File: config.mk
export PLATFORM = sky130hd
export DESIGN_NAME = rgbfmt_out
export DESIGN_NICKNAME = d
export VERILOG_FILES = /design/src/rtl/rgbfmt_pkg.sv /design/src/rtl/rgbfmt_regs.sv /design/src/rtl/rgbfmt_shuffle.sv /design/src/rtl/rgbfmt_pack.sv /design/src/rtl/rgbfmt_strobe.sv /design/src/rtl/rgbfmt_out.sv
export SDC_FILE = /design/constraint.sdc
export NUM_CORES = 1
export LEC_CHECK = 0
export BUFFER_PORTS_ARGS = -buffer_cell sky130_fd_sc_hd__buf_2
export CAP_MARGIN = 20
export CORE_MARGIN = 1.5
export CORE_UTILIZATION = 53
export DETAILED_ROUTE_END_ITERATION = 12
export GPL_ROUTABILITY_DRIVEN = 0
export MAX_ROUTING_LAYER = met4
export PLACE_DENSITY_LB_ADDON = 0.12
export SLEW_MARGIN = 20
export SYNTH_ARGS = -nofsm -noshare
export SYNTH_HDL_FRONTEND = slang
export SYNTH_SLANG_ARGS = --single-unit
File: constraint.sdc
create_clock -name clk -period 3.4 [get_ports clk]
set_input_delay 0.34 -clock clk [delete_from_list [all_inputs] [get_ports clk]]
set_output_delay 0.34 -clock clk [all_outputs]
set_load 0.005 [all_outputs]
File: src/rtl/rgbfmt_pkg.sv
`timescale 1ns/1ps
package rgbfmt_pkg;

    localparam int CHAN_W = 8;
    localparam int PIX_W  = 3 * CHAN_W;
    localparam int NSTB   = 3;
    localparam int CTRL_W = 17;
    localparam int REG_W  = 32;

    // strobe lane index, matches the bit order of the per-strobe fields
    localparam int STB_DE = 0;
    localparam int STB_VS = 1;
    localparam int STB_HS = 2;

    typedef enum logic [1:0] {
        ST_GATED  = 2'd0,
        ST_WAKE   = 2'd1,
        ST_ACTIVE = 2'd2
    } pwr_state_e;

    typedef enum logic [1:0] {
        ORD_RGB = 2'd0,
        ORD_BGR = 2'd1,
        ORD_GRB = 2'd2,
        ORD_BRG = 2'd3
    } chan_order_e;

    typedef enum logic [2:0] {
        FMT_BLANK      = 3'd0,
        FMT_565_LOW    = 3'd1,
        FMT_565_SPREAD = 3'd2,
        FMT_565_SHIFT  = 3'd3,
        FMT_666_LOW    = 3'd4,
        FMT_666_SPREAD = 3'd5,
        FMT_888        = 3'd6,
        FMT_RSVD       = 3'd7
    } pack_fmt_e;

    // packed MSB first: bit 16 down to bit 0
    typedef struct packed {
        logic              blank;    // 16
        chan_order_e       order;    // 15:14
        pack_fmt_e         fmt;      // 13:11
        logic              clk_inv;  // 10
        logic [NSTB-1:0]   inv;      // 9:7
        logic [NSTB-1:0]   fall;     // 6:4
        logic [NSTB-1:0]   off;      // 3:1
        logic              en;       // 0
    } ctrl_t;

endpackage

File: src/rtl/rgbfmt_regs.sv
`timescale 1ns/1ps
module rgbfmt_regs
    import rgbfmt_pkg::*;
#(
    parameter int          ADDR_W   = 4,
    parameter logic [31:0] ID_VALUE = 32'h0064_7069
) (
    input  logic              clk,
    input  logic              rst_n,
    input  logic              we,
    input  logic [ADDR_W-1:0] addr,
    input  logic [REG_W-1:0]  wdata,
    output logic [REG_W-1:0]  rdata,
    output ctrl_t             ctrl_o
);

    localparam int PAD_W = REG_W - CTRL_W;

    ctrl_t ctrl_q;
    logic  hit_ctrl;
    logic  unused_wdata_hi;

    assign hit_ctrl        = (addr == '0);
    assign unused_wdata_hi = ^wdata[REG_W-1:CTRL_W];

    always_ff @(posedge clk or negedge rst_n) begin
        if (!rst_n) begin
            ctrl_q <= '0;
        end else if (we && hit_ctrl) begin
            ctrl_q <= ctrl_t'(wdata[CTRL_W-1:0]);
        end
    end

    always_comb begin
        if (hit_ctrl) begin
            rdata = {{PAD_W{1'b0}}, ctrl_q};
        end else begin
            rdata = ID_VALUE;
        end
    end

    assign ctrl_o = ctrl_q;

endmodule

File: src/rtl/rgbfmt_shuffle.sv
`timescale 1ns/1ps
module rgbfmt_shuffle
    import rgbfmt_pkg::*;
(
    input  logic [PIX_W-1:0]  pix_i,
    input  chan_order_e       order_i,
    output logic [CHAN_W-1:0] slot_a_o,
    output logic [CHAN_W-1:0] slot_b_o,
    output logic [CHAN_W-1:0] slot_c_o
);

    logic [CHAN_W-1:0] red, grn, blu;

    assign red = pix_i[PIX_W-1 -: CHAN_W];
    assign grn = pix_i[2*CHAN_W-1 -: CHAN_W];
    assign blu = pix_i[CHAN_W-1:0];

    always_comb begin
        unique case (order_i)
            ORD_RGB: begin
                slot_a_o = red; slot_b_o = grn; slot_c_o = blu;
            end
            ORD_BGR: begin
                slot_a_o = blu; slot_b_o = grn; slot_c_o = red;
            end
            ORD_GRB: begin
                slot_a_o = grn; slot_b_o = red; slot_c_o = blu;
            end
            default: begin
                slot_a_o = blu; slot_b_o = red; slot_c_o = grn;
            end
        endcase
    end

endmodule

File: src/rtl/rgbfmt_pack.sv
`timescale 1ns/1ps
module rgbfmt_pack
    import rgbfmt_pkg::*;
(
    input  logic [CHAN_W-1:0] a_i,
    input  logic [CHAN_W-1:0] b_i,
    input  logic [CHAN_W-1:0] c_i,
    input  pack_fmt_e         fmt_i,
    output logic [PIX_W-1:0]  bus_o
);

    localparam int W5 = CHAN_W - 3;
    localparam int W6 = CHAN_W - 2;

    logic [W5-1:0] a5, c5;
    logic [W6-1:0] a6, b6, c6;

    // truncation keeps the most significant bits of each channel
    assign a5 = a_i[CHAN_W-1 -: W5];
    assign c5 = c_i[CHAN_W-1 -: W5];
    assign a6 = a_i[CHAN_W-1 -: W6];
    assign b6 = b_i[CHAN_W-1 -: W6];
    assign c6 = c_i[CHAN_W-1 -: W6];

    always_comb begin
        unique case (fmt_i)
            FMT_565_LOW:    bus_o = {8'b0, a5, b6, c5};
            FMT_565_SPREAD: bus_o = {3'b0, a5, 2'b0, b6, 3'b0, c5};
            FMT_565_SHIFT:  bus_o = {2'b0, a5, 3'b0, b6, 2'b0, c5, 1'b0};
            FMT_666_LOW:    bus_o = {6'b0, a6, b6, c6};
            FMT_666_SPREAD: bus_o = {2'b0, a6, 2'b0, b6, 2'b0, c6};
            FMT_888:        bus_o = {a_i, b_i, c_i};
            default:        bus_o = '0;
        endcase
    end

endmodule

File: src/rtl/rgbfmt_strobe.sv
`timescale 1ns/1ps
module rgbfmt_strobe (
    input  logic clk,
    input  logic rst_n,
    input  logic load_i,
    input  logic raw_i,
    input  logic inv_i,
    input  logic off_i,
    input  logic fall_i,
    output logic level_o
);

    logic next_lvl;
    logic rise_q;
    logic fall_q;

    // inactive level equals the invert setting
    always_comb begin
        if (!load_i || off_i) begin
            next_lvl = inv_i;
        end else begin
            next_lvl = raw_i ^ inv_i;
        end
    end

    always_ff @(posedge clk or negedge rst_n) begin
        if (!rst_n) begin
            rise_q <= 1'b0;
        end else begin
            rise_q <= next_lvl;
        end
    end

    // half-cycle retimed copy for falling-edge launch
    always_ff @(negedge clk or negedge rst_n) begin
        if (!rst_n) begin
            fall_q <= 1'b0;
        end else begin
            fall_q <= rise_q;
        end
    end

    assign level_o = fall_i ? fall_q : rise_q;

endmodule

File: src/rtl/rgbfmt_out.sv
`timescale 1ns/1ps
module rgbfmt_out
    import rgbfmt_pkg::*;
#(
    parameter int          ADDR_W   = 4,
    parameter logic [31:0] ID_VALUE = 32'h0064_7069
) (
    input  logic              clk,
    input  logic              rst_n,
    input  logic [23:0]       pix_i,
    input  logic              hsync_i,
    input  logic              vsync_i,
    input  logic              de_i,
    input  logic              reg_we,
    input  logic [ADDR_W-1:0] reg_addr,
    input  logic [31:0]       reg_wdata,
    output logic [31:0]       reg_rdata,
    output logic [23:0]       rgb_o,
    output logic              hsync_o,
    output logic              vsync_o,
    output logic              de_o,
    output logic              pix_clk_o
);

    ctrl_t             ctrl_q;
    pwr_state_e        state_q, state_d;
    logic              load_en;
    logic              clk_run;
    logic [CHAN_W-1:0] slot_a, slot_b, slot_c;
    logic [PIX_W-1:0]  packed_bus;
    logic [PIX_W-1:0]  gated_bus;
    logic [PIX_W-1:0]  rgb_q;
    logic [NSTB-1:0]   raw_stb;
    logic [NSTB-1:0]   out_stb;

    rgbfmt_regs #(
        .ADDR_W   (ADDR_W),
        .ID_VALUE (ID_VALUE)
    ) u_regs (
        .clk    (clk),
        .rst_n  (rst_n),
        .we     (reg_we),
        .addr   (reg_addr),
        .wdata  (reg_wdata),
        .rdata  (reg_rdata),
        .ctrl_o (ctrl_q)
    );

    // ---------------- power-gate state machine ----------------
    always_ff @(posedge clk or negedge rst_n) begin
        if (!rst_n) begin
            state_q <= ST_GATED;
        end else begin
            state_q <= state_d;
        end
    end

    always_comb begin
        state_d = state_q;
        unique case (state_q)
            ST_GATED:  if (ctrl_q.en) state_d = ST_WAKE;
            ST_WAKE:   state_d = ctrl_q.en ? ST_ACTIVE : ST_GATED;
            ST_ACTIVE: if (!ctrl_q.en) state_d = ST_GATED;
            default:   state_d = ST_GATED;
        endcase
    end

    always_comb begin
        load_en = 1'b0;
        clk_run = 1'b0;
        unique case (state_q)
            ST_ACTIVE: begin
                load_en = ctrl_q.en;
                clk_run = 1'b1;
            end
            default: begin
                load_en = 1'b0;
                clk_run = 1'b0;
            end
        endcase
    end

    // ---------------- data path ----------------
    rgbfmt_shuffle u_shuffle (
        .pix_i    (pix_i),
        .order_i  (ctrl_q.order),
        .slot_a_o (slot_a),
        .slot_b_o (slot_b),
        .slot_c_o (slot_c)
    );

    rgbfmt_pack u_pack (
        .a_i   (slot_a),
        .b_i   (slot_b),
        .c_i   (slot_c),
        .fmt_i (ctrl_q.fmt),
        .bus_o (packed_bus)
    );

    assign gated_bus = (ctrl_q.blank && !de_i) ? '0 : packed_bus;

    always_ff @(posedge clk or negedge rst_n) begin
        if (!rst_n) begin
            rgb_q <= '0;
        end else if (load_en) begin
            rgb_q <= gated_bus;
        end else begin
            rgb_q <= '0;
        end
    end

    assign rgb_o = rgb_q;

    // ---------------- strobe conditioning ----------------
    always_comb begin
        raw_stb         = '0;
        raw_stb[STB_HS] = hsync_i;
        raw_stb[STB_VS] = vsync_i;
        raw_stb[STB_DE] = de_i;
    end

    for (genvar s = 0; s < NSTB; s++) begin : g_stb
        rgbfmt_strobe u_stb (
            .clk     (clk),
            .rst_n   (rst_n),
            .load_i  (load_en),
            .raw_i   (raw_stb[s]),
            .inv_i   (ctrl_q.inv[s]),
            .off_i   (ctrl_q.off[s]),
            .fall_i  (ctrl_q.fall[s]),
            .level_o (out_stb[s])
        );
    end

    assign hsync_o = out_stb[STB_HS];
    assign vsync_o = out_stb[STB_VS];
    assign de_o    = out_stb[STB_DE];

    // ---------------- pixel clock output ----------------
    assign pix_clk_o = clk_run ? (clk ^ ctrl_q.clk_inv) : ctrl_q.clk_inv;

endmodule

Yosys cells after proc, flatten, opt, wreduce, memory -nomap -nowiden:

Index checks and enable logic that the tools add are counted.

* output and inout bits: 60
* word-level logic and storage cells: 65
* input bits: 66
* register bits: 49

* muxes and demuxes: 20
* reductions and logical operators: 13
* bitwise gates (word level): 4
* equality and inequality tests: 12

Operators with widths (count)
* case mux 24 bit (6 select lines): 1
* two-way mux 24 bit: 2
* case mux 8 bit (2 select lines): 2
* two-way mux 23 bit: 1
* equality test 3 bit, second input constant: 3
* two-way mux 1 bit: 9
* two-way mux 8 bit: 1
* equality test 3 x 2 -> 1 bit, second input constant: 2
* two-way mux 2 bit: 3
* case mux 2 bit (3 select lines): 1
* equality test 2 x 1 -> 1 bit, second input constant: 2
* equality test 2 bit, second input constant: 2
* zero test 2 bit: 2
* zero test 4 bit: 1
* OR reduction 2 bit: 2
* XOR 1 bit: 4
* equality test 3 x 1 -> 1 bit, second input constant: 1
* logical OR 1 bit: 3
* logical AND 1 bit: 2
* zero test 1 bit: 2
* != test 2 x 1 -> 1 bit, second input constant: 1
* != test 2 bit, second input constant: 1
* AND reduction 2 bit: 1

Longest topological paths before layout:

Gate-level depths: netlist of run 1.

* word-level depth: 6
* depth in mapped cells: 7
* mapped depth without buffers: 5

Modules after synthesis:

From an unflattened synthesis of run 1, not the netlist that was laid out.

* cell total of the unflattened synthesis: 299
* area, all modules: 3355.7 sq um

Modules (own cells, without submodules)
* rgbfmt_regs: cells each 71, times used 1, area an instance 929.6 sq um, seq. area each 425.4 sq um
* rgbfmt_out: cells each 61, times used 1, area an instance 893.4 sq um, seq. area each 650.6 sq um
* rgbfmt_pack: cells each 110, times used 1, area an instance 818.3 sq um, seq. area each 0.0 sq um
* rgbfmt_shuffle: cells each 42, times used 1, area an instance 410.4 sq um, seq. area each 0.0 sq um
* rgbfmt_strobe: cells each 5, times used 3, area an instance 101.3 sq um, seq. area each 50.0 sq um

==> results.md, run 1 <==
- Crit-path slowest cell: dfrtn_1
- Critical Path Start Type: flop
- Top post-synthesis cells by count: dfrtp_1 (46), nor2_1 (32), mux2_2 (19), nand2_1 (19), o21ai_0 (18)
- Fillcell total: about 480
- Largest cells by area after synthesis: dfrtp_1 (37%), mux2_2 (6.9%), mux2_4 (5.8%)
- Final-stage net count: 463
- Vias in the first global route: roughly 2500
- Hold slack: 0.1420 ns
- Metal1 wirelength: 3170 um
- Row Count: 27
- Synthesis Warnings: 0
- I/O pins: approximately 130
- Largest net degree at the start of global routing: 38
- Postcts setup bufs: 0
- Clock-pin slew of the registers on the worst-case setup and hold paths: 0.10 ns
- Leakage: roughly 1.8 nW
- Slew Limit Fails: 0
- Post-synthesis sequential area ratio: about two fifths
- CP Capture Type: output pin
- Top FF cell, synth: dfrtp_1
- Post-synth EDFFs: 0
- Die width: about 80 um
- Critical Path RT: between 3 and 4 ns
- DRC errors left: 0
- CTS tree: built
- Kind of cell adding the most delay to the critical path: flip-flops
- Synthesized cell area: 3110 um2
- Top layer in use: met4
- Clock latency on the worst-skew pair: between 0.4 and 0.5 ns
- Cell chain of the critical path: mux2_2, buf_2
- Area leader, netlist: dfrtp_1
- Share of layout cells above drive strength 1: roughly two fifths
- Setup WS post-layout: between 0.2 and 0.25 ns
- ANT cells: 0
- Worst ir drop on vdd: about 0.34 mV
- Post-route ant nets: 0
- Routed vias/inst: roughly 5.7
- Setup slack, reg-to-reg: between 1 and 1.5 ns
- Pwr Total: about 2.1 mW
- Chip height: between 70 and 80 um
- Headroom to the max-slew limit: 36.38%
- Initial detailed-routing violation count: around 260
- Arr. time, crit path: 2.83 ns
- Synth Instances: just over 300
- Worst Path Buf+Inv: 1
- Status: finished, final reports clean
- Placed Instances: about 460
- Cell area after layout: 3727 um2
- Overall routing resource usage: between 20% and 30%
- Layout Cells excl Fill: 470
- FFs w/ async S/R, synth: 100.0%
- Synth Area per Inst: about 10 um2
- Setup TNS: 0 ns
- Library cells used by synthesis: 50
- Clock Skews: 0.01118 ns
- Avg WL per Cell: around 16 um
- Crit path kind: reg -> out
- Placed Area: 3558 um2
- DRT Pass-1 Iters: 5
- Slowest cell delay on critical path: ~0.32 ns
- First-pass GRT wire length: approximately 12000 um
- Via count: between 2000 and 3000
- Initial Util: 55.80%
- GR Overflow Total: 0
- DP HPWL: ~5400 um
- Routed wl met2: 3499 um
- Hold Path Class: in -> reg
- CP max FO: 1
- Synth top area share: between 30% and 40%
- Hold Fails Final Rpt: 0
- RSZ-0062 raised after global routing: no
- # port buffers: 98
- Placement Setup Slack: between 0.6 and 0.7 ns
- Yosys reg bits: a little under 50
- Wire length on met3: roughly 580 um
- Finished Core Util: between 60% and 70%
- Most frequent cell after synthesis: dfrtp_1
- Core ar.: approximately 5600 um2
- Worst Max-Slew Pin Slew: ~0.95 ns
- Final wirelength: approximately 7400 um
- CTS Hold Buffers Added: 1
- Total of max-cap violations: 0
- Initial antenna violation count: 0
- Setup violators final: 0
- Pwr dens: approximately 550 nW/um2
- Die area: about 6300 um2
- Post-cts sizing count: 0
- Area added between synthesis and finish: 19.83%
-- cells in the final DEF (no fill, tap or decap), types with 4 or more instances in the layout --
master	n
o21ai_0	18
buf_4	5
nand2b_1	5
inv_1	5
mux2_4	12
xor2_1	5
nor3_1	8
mux2i_4	4
mux2_2	19
nand2_1	19
clkbuf_8	8
a211oi_1	5
nor2_1	32
nand3_1	4
o22ai_1	9
a21oi_1	15
dfrtp_1	45
buf_2	98
and2_1	11
conb_1	12
mux2i_1	12
-- where the power goes --
part	total (mW)	leakage, nW	switching, mW	internal [mW]
sequential	0.789	0.642	0.121	0.668
clock	0.545	0.0951	0.238	0.306
combinational	0.716	1.10	0.371	0.345
total	2.05	1.83	0.731	1.32
-- worst paths after layout --
path,endpoint,cells past startpoint,startpoint
max,hsync_o,2,g_stb[2].u_stb.fall_q
max reg2reg,g_stb[1].u_stb.fall_q,0,g_stb[1].u_stb.rise_q
min reg2reg,g_stb[2].u_stb.rise_q,1,u_regs.ctrl_o[9]
max in group asynchronous,g_stb[1].u_stb.fall_q,2,rst_n
min in group asynchronous,u_regs.ctrl_o[4],2,rst_n
min,u_regs.ctrl_o[10],2,reg_wdata[10]
-- cells by family (layout without fill, tap and decap cells) --
family / Yosys count / count (layout) / share of synthesized area (%)
and+or+nand+nor: 94 / 94 / 15.29
AOI/OAI and AO/OA: 66 / 66 / 14.20
muxes: 51 / 51 / 22.04
DFF: 49 / 49 / 39.42
buffers and inverters: 38 / 121 / 7.522
xor gates and xnor gates: 5 / 5 / 1.408
other: 1 / 12 / 0.1206
-- metal layers --
layer,track usage [%],vias to the layer above
met5,-,-
met4,10.18,0
met3,5.600,15
met2,38.81,142
met1,32.72,1274
li1,-,1236
-- registers in the layout, summed over array words and instances, names as in the netlist --
register            flops
g_stb.u_stb.rise_q      3
g_stb.u_stb.fall_q      3
u_regs.ctrl_o          17
rgb_o                  24
state_q                 2
-- layout make-up --
type | count | area [um2] | area share (%)
clock buffer | 9 | 115.1 | 3.088
clock inverter | 3 | 47.55 | 1.276
inverter | 6 | 22.52 | 0.6042
multi-input combinational | 228 | 1692 | 45.38
sequential | 49 | 1227 | 32.93
tap | 72 | 90.09 | 2.417
timing repair buffer | 103 | 533.0 | 14.30
No activity file was read; power rests on OpenSTA's default activity.
==> inputs of run 2 (changes only) <==
--- a/config.mk
+++ b/config.mk
@@ -8,7 +8,7 @@
 export BUFFER_PORTS_ARGS = -buffer_cell sky130_fd_sc_hd__buf_2
 export CAP_MARGIN = 20
 export CORE_MARGIN = 1.5
-export CORE_UTILIZATION = 53
+export CORE_UTILIZATION = 25
 export DETAILED_ROUTE_END_ITERATION = 12
 export GPL_ROUTABILITY_DRIVEN = 0
 export MAX_ROUTING_LAYER = met4
==> constraint.sdc (replaced) <==
create_clock -name clk -period 2.7 [get_ports clk]
set_input_delay 0.27 -clock clk [delete_from_list [all_inputs] [get_ports clk]]
set_output_delay 0.27 -clock clk [all_outputs]
set_load 0.005 [all_outputs]
==> run 2 against run 1 <==
Against the previous run: final cell count increased by 21%; clock skew rose by 0.029 ns; combinational power rose by 44%; die area is 110% higher; largest power group is now combinational logic; critical path type unchanged; sequential power grew 20%; critical path depth unchanged; the run now ends with setup timing left.
==> results.md, run 2 (synthesized netlist as in run 1, its figures left out) <==
- Area added between synthesis and finish: 28.48%
- Worst reg2reg path depth: 4 (+4)
- Wire length on met3: 503 um (-14%)
- Final wirelength: 9213 um (+25%)
- Internal Power: 1.977 mW (+50%)
- Cell chain of the critical path: mux2_4, buf_6
- Initial detailed-routing violation count: 121 (-53%)
- Placement Setup Slack: 0.3867 ns (-0.2956 ns)
- CP max FO: 1 (unchanged)
- Routed vias/inst: 4.623 (-19%)
- Seq pwr share: 32.2% (-6.3 points)
- Violated checks: setup timing
- Setup slack, reg-to-reg: 0.48 ns (-0.68 ns)
- Critical Path Start Type: flop
- Worst ir drop on vdd: 0.2826 mV (-17%)
- Fillcell total: 1267 (+160%)
- Setup WS post-layout: -0.05842 ns (-0.2881 ns)
- Via count: 2635 (-1.2%)
- First-pass GRT wire length: 14120 um (+20%)
- Largest net degree at the start of global routing: 33 (-13%)
- Setup crit end: hsync_o
- Clock latency on the worst-skew pair: 0.44 ns (about the same)
- Commonest non-fill, non-tap cell in the layout: buf_2
- Final-stage net count: 467 (+0.86%)
- DRC errors left: 0 (unchanged)
- Crit-path slowest cell: dfrtn_1
- DRT Pass-1 Iters: 4 (-1)
- Postcts setup bufs: 0 (unchanged)
- Chip height: 114.5 um (+44%)
- Finished Core Util: 33.13% (-34 points)
- Setup violators final: 3 (+3)
- Row Count: 40 (+48%)
- Initial Util: 25.79% (-30 points)
- Hold Path Class: in -> reg
- Post-route ant nets: 0 (unchanged)
- Capturing point of the worst reg2reg path: rgb_o[13]
- Worst Max-Slew Pin Slew: 0.7748 ns (-0.1724 ns)
- Layout Cells excl Fill: 570 (+21%)
- Top layer in use: met4
- Critical Path RT: 2.43 ns (-0.63 ns)
- Die width: 114.5 um (+44%)
- Clk pwr share: 33.0% (+6.4 points)
- Slew Limit Fails: 0 (unchanged)
- Clock Skews: 0.04056 ns (+0.02938 ns)
- Overall routing resource usage: 14.57% (-11 points)
- Leakage: 1.912 nW (+4.2%)
- Share of layout cells above drive strength 1: 40.55% (+0.095 points)
- Crit path kind: reg -> out
- RSZ-0062 raised after global routing: yes
- Sw Share: 32.94% (-2.7 points)
- Reg2reg start: u_regs.ctrl_o[15]
- Arr. time, crit path: 2.49 ns (-0.34 ns)
- CP Capture Type: output pin
- Commonest cells after routing, fill and taps aside: buf_2 (95), dfrtp_1 (46), nor2_1 (32)
- Pwr dens: 737.9 nW/um2 (+34%)
- Status: complete, but fails checks
- Routed wl met2: 4415 um (+26%)
- ANT cells: 0 (unchanged)
- Number of flip-flops under the largest register name: 24 (unchanged)
- Die area: 13120 um2 (+110%)
- Initial antenna violation count: 0 (unchanged)
- Vias in the first global route: 2700 (+8.0%)
- Setup TNS: -0.1730 ns (-0.1730 ns)
- Clock-pin slew of the registers on the worst-case setup and hold paths: 0.07 ns (-0.03 ns)
- Pwr Total: 2.949 mW (+44%)
- Total of max-cap violations: 0 (unchanged)
- CP startpoint: g_stb[2].u_stb.fall_q
- Hold Fails Final Rpt: 0 (unchanged)
- # port buffers: 98 (unchanged)
- Slowest cell delay on critical path: 0.32 ns (about the same)
- I/O pins: 126 (unchanged)
- Avg WL per Cell: 16.16 um (+2.8%)
- Logic pwr share: 34.8% (about the same)
- Placed Instances: 558 (+22%)
- DP HPWL: 6855 um (+27%)
- Metal1 wirelength: 4087 um (+29%)
- GR Overflow Total: 0 (unchanged)
- Sw power: 971.4 uW (+33%)
- Core ar.: 12060 um2 (+120%)
- Headroom to the max-slew limit: 48.35% (+12 points)
- CTS tree: built
[run 2: cell types whose count changed in the layout (fill, tap and decap cells not counted), moves of 2 or more]
cell / delta
clkbuf_16: +8
clkbuf_8: -7
buf_4: +4
buf_2: -3
buf_6: +3
mux2_2: -3
mux2_4: +3
inv_6: -2
[run 2: layout make-up]
type | count | area (um2) | area share [%]
Inverter | 6 | 22.52 | 0.5636
Timing Repair Buffer | 107 | 581.8 | 14.56
Tap cell | 168 | 210.2 | 5.260
Sequential cell | 49 | 1226 | 30.68
Clock buffer | 11 | 222.7 | 5.573
Multi-Input combinational cell | 228 | 1703 | 42.61
Clock inverter | 1 | 30.03 | 0.7514
[run 2: metrics by stage]
stage,hold WS [ns],cell area (um2)
after global placement,0.2408,3709
final,0.09283,3996
after CTS,0.08936,3996
after floorplan,-0.02559,3152
after global routing,0.09096,3996
after detailed placement,0.2494,3709
[run 2: power by group through the flow]
stage | combinational [mW] | sequential [mW] | clock (mW)
final | 1.03 | 0.949 | 0.974
after global routing | 1.12 | 0.972 | 1.03
after CTS | 1.02 | 0.951 | 0.997
after detailed placement | 0.986 | 0.960 | 0.0148
after global placement | 0.983 | 0.958 | 0.0148
after floorplan | 0.763 | 0.910 | 0.00926
[run 2: layer usage]
metal,track usage (%),vias to the layer above
li1,-,1243
met1,17.86,1275
met2,23.35,101
met3,2.488,16
met4,6.917,0
met5,-,-
[run 2: worst min-delay path by stage]
stage / startpoint / cells past startpoint / endpoint / slack (ns)
after floorplan: rst_n / 0 / g_stb[0].u_stb.rise_q / -0.03
after global placement: rst_n / 1 / u_regs.ctrl_o[5] / 0.24
after detailed placement: rst_n / 1 / rgb_o[16] / 0.25
after CTS: reg_wdata[2] / 2 / u_regs.ctrl_o[2] / 0.09
after global routing: reg_wdata[5] / 2 / u_regs.ctrl_o[5] / 0.09
final: reg_wdata[12] / 2 / u_regs.ctrl_o[12] / 0.09
[run 2: worst max-delay path: cells and delay by family (launching register included)]
| kind | cells | cell delay [ns] |
|---|---|---|
| flops | 1 | 0.32 |
| mux | 1 | 0.26 |
| buf+inv | 1 | 0.12 |
[run 2: what timing repair did]
action | in CTS | in global routing
hold endpoints to repair | 13 | 0
gates cloned | 0 | 0
gates resized for setup | 6 | 0
endpoints found under the setup margin | 3 | 3
hold buffers | 1 | 0
